File: src/rtl/rpc_pkg.sv
package rpc_pkg;
  localparam int NGRP = 5;
  localparam int G_GEN    = 0;
  localparam int G_EMU    = 1;
  localparam int G_ETH    = 2;
  localparam int G_RSTOUT = 3;
  localparam int G_DDR    = 4;

  typedef struct packed {
    logic por;
    logic ext;
    logic emu_warm;
    logic sw_cold;
    logic sw_warm;
    logic test;
  } rst_req_t;
endpackage

File: src/rtl/rpc_iso_reg.sv
module rpc_iso_reg (
  input  logic clk,
  input  logic clr,
  input  logic wr,
  input  logic wdata,
  output logic q
);
  // Only the power-on request clears the bit; warm resets leave it alone.
  always_ff @(posedge clk) begin
    if (clr)     q <= 1'b0;
    else if (wr) q <= wdata;
  end
endmodule

File: src/rtl/rpc_group_rules.sv
module rpc_group_rules
  import rpc_pkg::*;
(
  input  rst_req_t         req,
  input  logic             iso,
  output logic [NGRP-1:0]  tz_next,
  output logic             sys_rst,
  output logic             eth_rst
);
  logic sys_any;
  assign sys_any = req.por | req.ext | req.emu_warm | req.sw_cold | req.sw_warm;
  assign sys_rst = sys_any;
  assign eth_rst = req.por | (sys_any & ~iso);

  for (genvar g = 0; g < NGRP; g++) begin : g_rule
    if (g == G_EMU) begin : g_emu
      assign tz_next[g] = req.test;
    end else if (g == G_ETH) begin : g_eth
      assign tz_next[g] = eth_rst;
    end else if (g == G_RSTOUT) begin : g_ro
      assign tz_next[g] = req.por | req.ext;
    end else begin : g_plain
      assign tz_next[g] = sys_any;
    end
  end
endmodule

File: src/rtl/rpc_ddr_release.sv
module rpc_ddr_release (
  input  logic clk,
  input  logic sys_rst,
  input  logic padctl_wr,
  output logic pull_en
);
  logic sys_d;

  always_ff @(posedge clk) begin
    sys_d <= sys_rst;
    if (sys_rst)        pull_en <= 1'b0;
    else if (sys_d)     pull_en <= 1'b1;
    else if (padctl_wr) pull_en <= 1'b0;
  end
endmodule

File: src/rtl/rst_pad_ctrl.sv
module rst_pad_ctrl
  import rpc_pkg::*;
(
  input  logic            clk,
  input  logic            rst_por,
  input  logic            rst_ext,
  input  logic            rst_emu_warm,
  input  logic            rst_sw_cold,
  input  logic            rst_sw_warm,
  input  logic            rst_test,
  input  logic            iso_wr,
  input  logic            iso_wdata,
  input  logic            padctl_wr,
  output logic [NGRP-1:0] pad_tz,
  output logic            ddr_pull_en,
  output logic            pinctl_rst_gen,
  output logic            pinctl_rst_eth,
  output logic            iso_ctrl
);
  rst_req_t        req;
  logic [NGRP-1:0] tz_next;
  logic            sys_rst, eth_rst;

  assign req = '{por: rst_por, ext: rst_ext, emu_warm: rst_emu_warm,
                 sw_cold: rst_sw_cold, sw_warm: rst_sw_warm, test: rst_test};

  rpc_iso_reg i_iso (
    .clk(clk), .clr(rst_por), .wr(iso_wr), .wdata(iso_wdata), .q(iso_ctrl)
  );

  rpc_group_rules i_rules (
    .req(req), .iso(iso_ctrl), .tz_next(tz_next),
    .sys_rst(sys_rst), .eth_rst(eth_rst)
  );

  rpc_ddr_release i_ddr (
    .clk(clk), .sys_rst(sys_rst), .padctl_wr(padctl_wr), .pull_en(ddr_pull_en)
  );

  // All overrides leave from flops so groups switch on the same edge.
  always_ff @(posedge clk) begin
    pad_tz         <= tz_next;
    pinctl_rst_gen <= sys_rst;
    pinctl_rst_eth <= eth_rst;
  end
endmodule

File: config.mk
export PLATFORM = sky130hd
export DESIGN_NAME = rst_pad_ctrl
export DESIGN_NICKNAME = d
export VERILOG_FILES = /design/src/rtl/rpc_pkg.sv /design/src/rtl/rpc_iso_reg.sv /design/src/rtl/rpc_group_rules.sv /design/src/rtl/rpc_ddr_release.sv /design/src/rtl/rst_pad_ctrl.sv
export SDC_FILE = /design/constraint.sdc
export NUM_CORES = 1
export LEC_CHECK = 0
export ABC_AREA = 1
export CAP_MARGIN = 20
export CORE_AREA = 2 2 39 41
export CTS_CLUSTER_DIAMETER = 80
export DETAILED_ROUTE_END_ITERATION = 8
export DIE_AREA = 0 0 41 43
export GPL_TIMING_DRIVEN = 1
export HOLD_SLACK_MARGIN = 0.12
export REMOVE_ABC_BUFFERS = 1
export SYNTH_ARGS = -nofsm -noshare
export SYNTH_HDL_FRONTEND = slang
export SYNTH_SLANG_ARGS = --single-unit
File: constraint.sdc
create_clock -name clk -period 1 [get_ports clk]
set_input_delay 0.2 -clock clk [delete_from_list [all_inputs] [get_ports clk]]
set_output_delay 0.2 -clock clk [all_outputs]
set_load 0.01 [all_outputs]
# After elaboration in Yosys (flattened, before gate mapping)
# Cells that the tools add are included.
[word_totals] register_bits=9 input_bits=10 out_inout_bits=9 word_cells=15
[op_classes] mux=2 n_bitwise=7 n_reduce_logical=1
[ops] operator="$or 1x1->1" n=5
[ops] operator="$mux 1" n=2
[ops] operator="$reduce_bool 2->1" n=1
[ops] operator="$and 1x1->1" n=1
[ops] operator="$not 1->1" n=1

# Logic depth before layout (Yosys ltp)
# Gate-level depths: netlist of run 1.
[depth] ltp_word=6 depth_mapped=4

# Hierarchy
# A second synthesis of run 1 with hierarchy kept.
[hier_totals] cells_unflattened=33 hier_area_um2=317.8
[by_module_without_submodules] mod="rst_pad_ctrl" instances=1 cells_per_inst=7 area_each_um2=140.1 seq_area_each_um2=140.1
[by_module_without_submodules] mod="rpc_group_rules" instances=1 cells_per_inst=13 area_each_um2=72.6 seq_area_each_um2=0.0
[by_module_without_submodules] mod="rpc_ddr_release" instances=1 cells_per_inst=6 area_each_um2=60.1 seq_area_each_um2=40.0
[by_module_without_submodules] mod="rpc_iso_reg" instances=1 cells_per_inst=7 area_each_um2=45.0 seq_area_each_um2=20.0

# Least setup slack after synthesis of run 1
# No wires, ideal clock.
[synth_timing] kind="reg2out" from="reg pad_tz[0]" to="out pad_tz[0]" arrival_ns=0.529 required_time_ns=0.800 slack_ns=0.271 path_stages_with_launch=2 n_path_buf=1 cell_sequence="dfxtp_1 -> buf_4"
[synth_lines] element="start, declared" line_no="rst_pad_ctrl.sv:14" text="output logic [NGRP-1:0] pad_tz,"
[synth_lines] element="start signal, assigned" line_no="rst_pad_ctrl.sv:42" text="pad_tz <= tz_next;"
# No word-level cell between the ends.

==> results of run 1 <==
report_power, final:
group          internal, mW  switching, mW  total (mW)
Combinational        0.0488         0.0274      0.0762
Clock                 0.136         0.0835       0.219
Sequential            0.251        0.00391       0.255
Total                 0.435          0.115       0.550
metrics by stage:
| step | hold slack (ps) | total power [mW] |
|---|---|---|
| after floorplan | 228 | 0.281 |
| after global placement | 510 | 0.350 |
| after detailed placement | 508 | 0.350 |
| after CTS | 391 | 0.573 |
| after global routing | 393 | 0.587 |
| final | 401 | 0.550 |
repair_timing:
action	4_1_cts	5_1_grt
endpoints found under the setup margin	9	6
cloned	0	0
endpoints found under the hold margin	0	0
resized for setup	28	6
synth_stat cells (all sizes together):
| cell | instances |
|---|---|
| o21ai | 1 |
| dfxtp | 6 |
| inv | 6 |
| nand2 | 2 |
| nor2 | 3 |
| buf | 3 |
| nand3 | 1 |
| a21oi | 2 |
kinds of logic after synthesis:
family	synth area share
buffers and inverters	0.211
and+or+nand+nor	0.158
DFF	0.561
AOI/OAI and AO/OA	0.0702
flip-flops by register name, indices dropped and copies added (netlist names):
signal and cells:
pad_tz 4, i_ddr.pull_en 1, i_iso.q 1
final timing paths:
kind | from | endpoint | slack [ps] | depth (start not counted)
setup / recovery | pad_tz[0]$_DFF_P_ | pad_tz[4] | 100 | 1
hold / removal | rst_test | pad_tz[1]$_DFF_P_ | 400 | 1
setup reg to reg | i_iso.q$_SDFFE_PP0P_ | i_iso.q$_SDFFE_PP0P_ | 260 | 3
hold reg to reg | pad_tz[0]$_DFF_P_ | i_ddr.pull_en$_SDFFE_PP0P_ | 500 | 2
final cells by class:
class	count	area share
sequential	6	0.321
clock buffer	3	0.0596
tap	16	0.0530
timing repair buffer	19	0.377
multi-input combinational	9	0.129
inverter	6	0.0596
layer usage:
layer | wire (um) | share of wire | vias up | track usage
li1 | - | - | 106 | -
met1 | 171 | 0.42 | 75 | 0.0581
met2 | 170 | 0.41 | 14 | 0.0563
met3 | 70 | 0.17 | 0 | 0.0471
met4 | 0 | 0 | 0 | 0.0800
met5 | 0 | 0 | - | 0
==> flow_metrics.py, run 1 <==
metrics = {
    "status": {
        "status": "finished clean",
    },
    "sta": {
        "post-route-min-period_ps": 899,
        "rsz0062_at_grt": "false",
        "timing.setup.tns_ps": 0,
        "setup_viol": 0,
        "tightest_slew_ps": 166,
        "worst_slack_ps": 101,
        "finalHoldViolCount": 0,
        "report.final.slew_viol_count": 0,
        "fmaxAchievable_ghz": 1.11,
        "slew_headroom": 0.889,
        "post-route-period-util": 0.899,
        "fin_skew_ps": 0.0213,
    },
    "clocking": {
        "numCtsBuffers": 3,
        "cts_hold_buf": 0,
        "htree_levels": 1,
        "cts_root_buf": "clkbuf_4",
        "postCtsSetupRepairBufs": 0,
        "clock_latency_ps": 240,
        "clkTransAtPathRegs_ps": 50,
        "cts_buffer_depth": 2,
        "cts_tree": "yes",
        "clock-sinks": 6,
    },
    "floorplan": {
        "initial_core_util": 0.155,
        "core.rowCount": 14,
        "die_h_um": 43,
        "ios": 19,
        "die_w_um": 41,
        "dieArea_um2": 1760,
        "core_um2": 1380,
    },
    "logic_synthesis": {
        "syn_area_um2": 214,
        "synthDistinctLibCells": 9,
        "synth_area_leaders": "dfxtp_1 (56%), buf_4 (11%), inv_1 (11%)",
        "ys_seq_area_frac": 0.561,
        "syn_area_per_cell_um2": 8.91,
        "synth_top_area_frac": 0.561,
        "yosysTopAreaCell": "dfxtp_1",
        "ys_ff_latch": 6,
        "synth_warnings": 0,
        "syn_inst": 24,
    },
    "route": {
        "vias": 195,
        "drc": 0,
        "detail_route.wl_per_cell_um": 6.98,
        "wl_um": 412,
        "firstDrtPassIters": 2,
        "dr.first_iter.drc_count": 6,
        "vias_per_cell": 3.31,
        "ant_nets": 0,
    },
    "cells_and_area": {
        "regArea_um2": 121,
        "final_common_cell": "clkdlybuf4s50_1",
        "antenna_cells": 0,
        "multi_input_area_um2": 48.8,
        "n_fill_cell": 160,
        "fin_area_um2": 378,
        "layout.cells.non_filler": 59,
        "final_cell_mix": "clkdlybuf4s50_1 (9), inv_1 (6), buf_2 (6)",
        "area_delta_synth_final_pct": 76.6,
        "drive_above_1_share": 0.395,
        "postLayoutCoreUtil": 0.273,
        "layout.nets": 55,
    },
    "placed_design": {
        "place_inst": 56,
        "dp_slack_ps": -99.1,
        "io_buffers": 18,
        "place_area_um2": 399,
        "gp_congestion": 0.570,
    },
    "critical_path": {
        "crit_type": "flop to output pin",
        "crit_chain": "buf_2",
        "start_kind": "flop",
        "slowest_stage": "dfxtp_2",
        "crit_arrival_ps": 700,
        "cp_max_fo": 4,
        "required_ps": 800,
        "cp_top_family": "flip-flops",
        "end_kind": "output pin",
        "critPathMaxStageDelay_ps": 330,
        "worst-path-buf-inv": 1,
    },
    "run": {
        "maxCapViolations": 0,
    },
    "grt": {
        "grt_remaining_overflow": 0,
        "grt_pass1_wl_um": 565,
        "grt.total_usage": 0.0573,
        "grt_max_degree": 5,
        "antenna_found_initial": 0,
        "grt_pass1_vias": 152,
    },
    "power_and_ir_drop": {
        "ir_drop_v": 0.000485,
        "p_leak_nw": 0.181,
        "powerDensity_nw_per_um2": 1460,
    },
    "min_path": {
        "hp-class": "input port to flop",
    },
}
No activity file was read; power rests on OpenSTA's default activity.
==> run 2, diff against run 1 <==
--- a/config.mk
+++ b/config.mk
@@ -5,7 +5,6 @@
 export SDC_FILE = /design/constraint.sdc
 export NUM_CORES = 1
 export LEC_CHECK = 0
-export ABC_AREA = 1
 export CAP_MARGIN = 20
 export CORE_AREA = 2 2 39 41
 export CTS_CLUSTER_DIAMETER = 80
==> run 2 against run 1 <==
Die area did not move. Area after synthesis fell by 0.58%. Core utilization decreased by 0.54 points. Setup slack lost 5.3 ps. Highest routed layer is now met4. Non-clock buffer count is 1 lower. Clock-buffer cell count unchanged. Power fell by 0.90%. Critical endpoint is now pinctl_rst_gen. Hold slack better by 15 ps.
==> flow_metrics.py, run 2 <==
metrics = {
    "cells_and_area": {
        "largest-register": "pad_tz",
        "postLayoutCoreUtil": 0.268,
        "largest_register_ffs": 4,
        "antenna_cells": 0,
        "layout.cells.non_filler": 53,
        "final_cell_mix": "clkdlybuf4s50_1 (9), buf_2 (5), dfxtp_1 (4), clkbuf_2 (4), clkbuf_4 (3)",
        "area_delta_synth_final_pct": 74.1,
        "drive_above_1_share": 0.405,
        "regArea_um2": 123,
        "multi_input_area_um2": 66.3,
        "n_fill_cell": 161,
        "layout.nets": 49,
        "reg_top3": "pad_tz x4, i_ddr.pull_en x1, i_iso.q x1",
        "final_common_cell": "clkdlybuf4s50_1",
    },
    "logic_synthesis": {
        "synth_area_leaders": "dfxtp_1 (56%), buf_4 (11%), nor3_4 (7.6%)",
        "synth_warnings": 0,
        "yosysMostFrequentCell": "dfxtp_1",
        "ys_seq_area_frac": 0.565,
        "synth_top_flop_cell": "dfxtp_1",
        "ys_ff_latch": 6,
        "ys_async_sr_fraction": 0,
        "syn_area_per_cell_um2": 11.2,
        "syn_inst": 19,
        "syn_area_um2": 213,
        "yosysTopAreaCell": "dfxtp_1",
        "synthDistinctLibCells": 11,
        "synth_common_cells": "dfxtp_1 (6), buf_4 (3), nor2_1 (2)",
        "synth_top_area_frac": 0.565,
        "synth_edf_count": 0,
    },
    "critical_path": {
        "reg2reg_depth": 2,
        "critPathMaxStageDelay_ps": 330,
        "crit_type": "flop to output pin",
        "cp_top_family": "flip-flops",
        "crit_chain": "buf_2",
        "worst-path-buf-inv": 1,
        "end_kind": "output pin",
        "crit_cells": 1,
        "slowest_stage": "dfxtp_2",
        "cp_max_fo": 4,
        "reg2reg_slack_ps": 270,
        "crit_arrival_ps": 700,
        "required_ps": 800,
        "start_kind": "flop",
    },
    "route": {
        "firstDrtPassIters": 2,
        "wl_um": 442,
        "ant_nets": 0,
        "vias": 181,
        "dr.first_iter.drc_count": 3,
        "vias_per_cell": 3.42,
        "detail_route.wl_per_cell_um": 8.34,
        "drc": 0,
    },
    "grt": {
        "grt_max_degree": 5,
        "grt-busiest-layer": "met4",
        "antenna_found_initial": 0,
        "grt_util_met2": 0.0719,
        "grt_pass1_vias": 166,
        "use_met1": 0.0680,
        "grt.total_usage": 0.0664,
        "gr-usage-met3": 0.0524,
        "grt_pass1_wl_um": 676,
        "grt_remaining_overflow": 0,
    },
    "status": {
        "status": "finished clean",
    },
    "clocking": {
        "clock_latency_ps": 240,
        "clkTransAtPathRegs_ps": 40,
        "cts_hold_buf": 0,
        "numCtsBuffers": 3,
        "cts_tree": "yes",
        "cts_buffer_depth": 2,
        "htree_levels": 1,
        "cts_root_buf": "clkbuf_4",
        "clock-sinks": 6,
        "postCtsSetupRepairBufs": 0,
    },
    "sta": {
        "fin_skew_ps": 0.0430,
        "tightest_slew_ps": 241,
        "setup_viol": 0,
        "post-route-min-period_ps": 904,
        "post-route-period-util": 0.904,
        "slew_headroom": 0.839,
        "finalHoldViolCount": 0,
        "fmaxAchievable_ghz": 1.11,
        "report.final.slew_viol_count": 0,
        "worst_slack_ps": 95.6,
        "rsz0062_at_grt": "false",
    },
    "placed_design": {
        "place_inst": 50,
        "gp_congestion": 0.529,
        "io_buffers": 18,
        "dp_slack_ps": -123,
    },
    "floorplan": {
        "die_w_um": 41,
        "initial_core_util": 0.154,
        "dieArea_um2": 1760,
        "ios": 19,
        "core.rowCount": 14,
        "die_h_um": 43,
        "core_um2": 1380,
    },
    "power_and_ir_drop": {
        "p_leak_nw": 0.168,
        "power_mw": 0.545,
        "ir_drop_v": 0.000289,
        "powerDensity_nw_per_um2": 1470,
    },
    "run": {
        "maxCapViolations": 0,
    },
    "min_path": {
        "hold_depth": 1,
        "hp-class": "input port to flop",
    },
}
[run 2: cells by family (layout without fill, tap and decap cells)]
group | after synthesis | count (layout) | synth area share
mux | 1 | 1 | 0.0471
simple gates | 6 | 6 | 0.194
buf+inv | 4 | 22 | 0.124
compound gates | 2 | 2 | 0.0706
flops | 6 | 6 | 0.565
[run 2: metal layers]
metal	share of wire	vias up	wire, um
li1	-	95	-
met1	0.36	73	157
met5	0	-	0
met2	0.45	11	199
met3	0.15	2	68
met4	0.038	0	17
[run 2: area by class of cell]
| type | instances | area share |
|---|---|---|
| inverters | 1 | 0.0101 |
| clock buffers | 3 | 0.0608 |
| multi-input cells | 9 | 0.179 |
| well taps | 16 | 0.0541 |
| flip-flops and latches | 6 | 0.331 |
| repair buffers | 18 | 0.365 |
[run 2: power breakdown]
part           switching (mW)  leakage (nW)  total [mW]  internal [mW]
clock network          0.0817        0.0138       0.217          0.135
logic                  0.0265         0.105      0.0732         0.0468
registers             0.00399        0.0494       0.255          0.251
total                   0.112         0.168       0.545          0.433
[run 2: final timing paths]
kind                              start                    endpoint
min reg2reg        i_iso.q$_SDFFE_PP0P_        i_iso.q$_SDFFE_PP0P_
max                   pad_tz[0]$_DFF_P_              pinctl_rst_gen
min                            rst_test           pad_tz[1]$_DFF_P_
max reg2reg  i_ddr.pull_en$_SDFFE_PP0P_  i_ddr.pull_en$_SDFFE_PP0P_
[run 2: through the flow]
stage / hold WS, ps / setup TNS (ps) / cell area, um^2
after floorplan: 228 / 0 / 190
after global placement: 528 / -841 / 390
after detailed placement: 522 / -915 / 390
after CTS: 411 / -49.7 / 394
after global routing: 400 / 0 / 370
final: 416 / 0 / 370
[run 2: repair_timing]
| action | 4_1_cts | 5_1_grt |
|---|---|---|
| setup endpoints to repair | 9 | 5 |
| pin swaps | 0 | 0 |
| gates resized for setup | 27 | 7 |
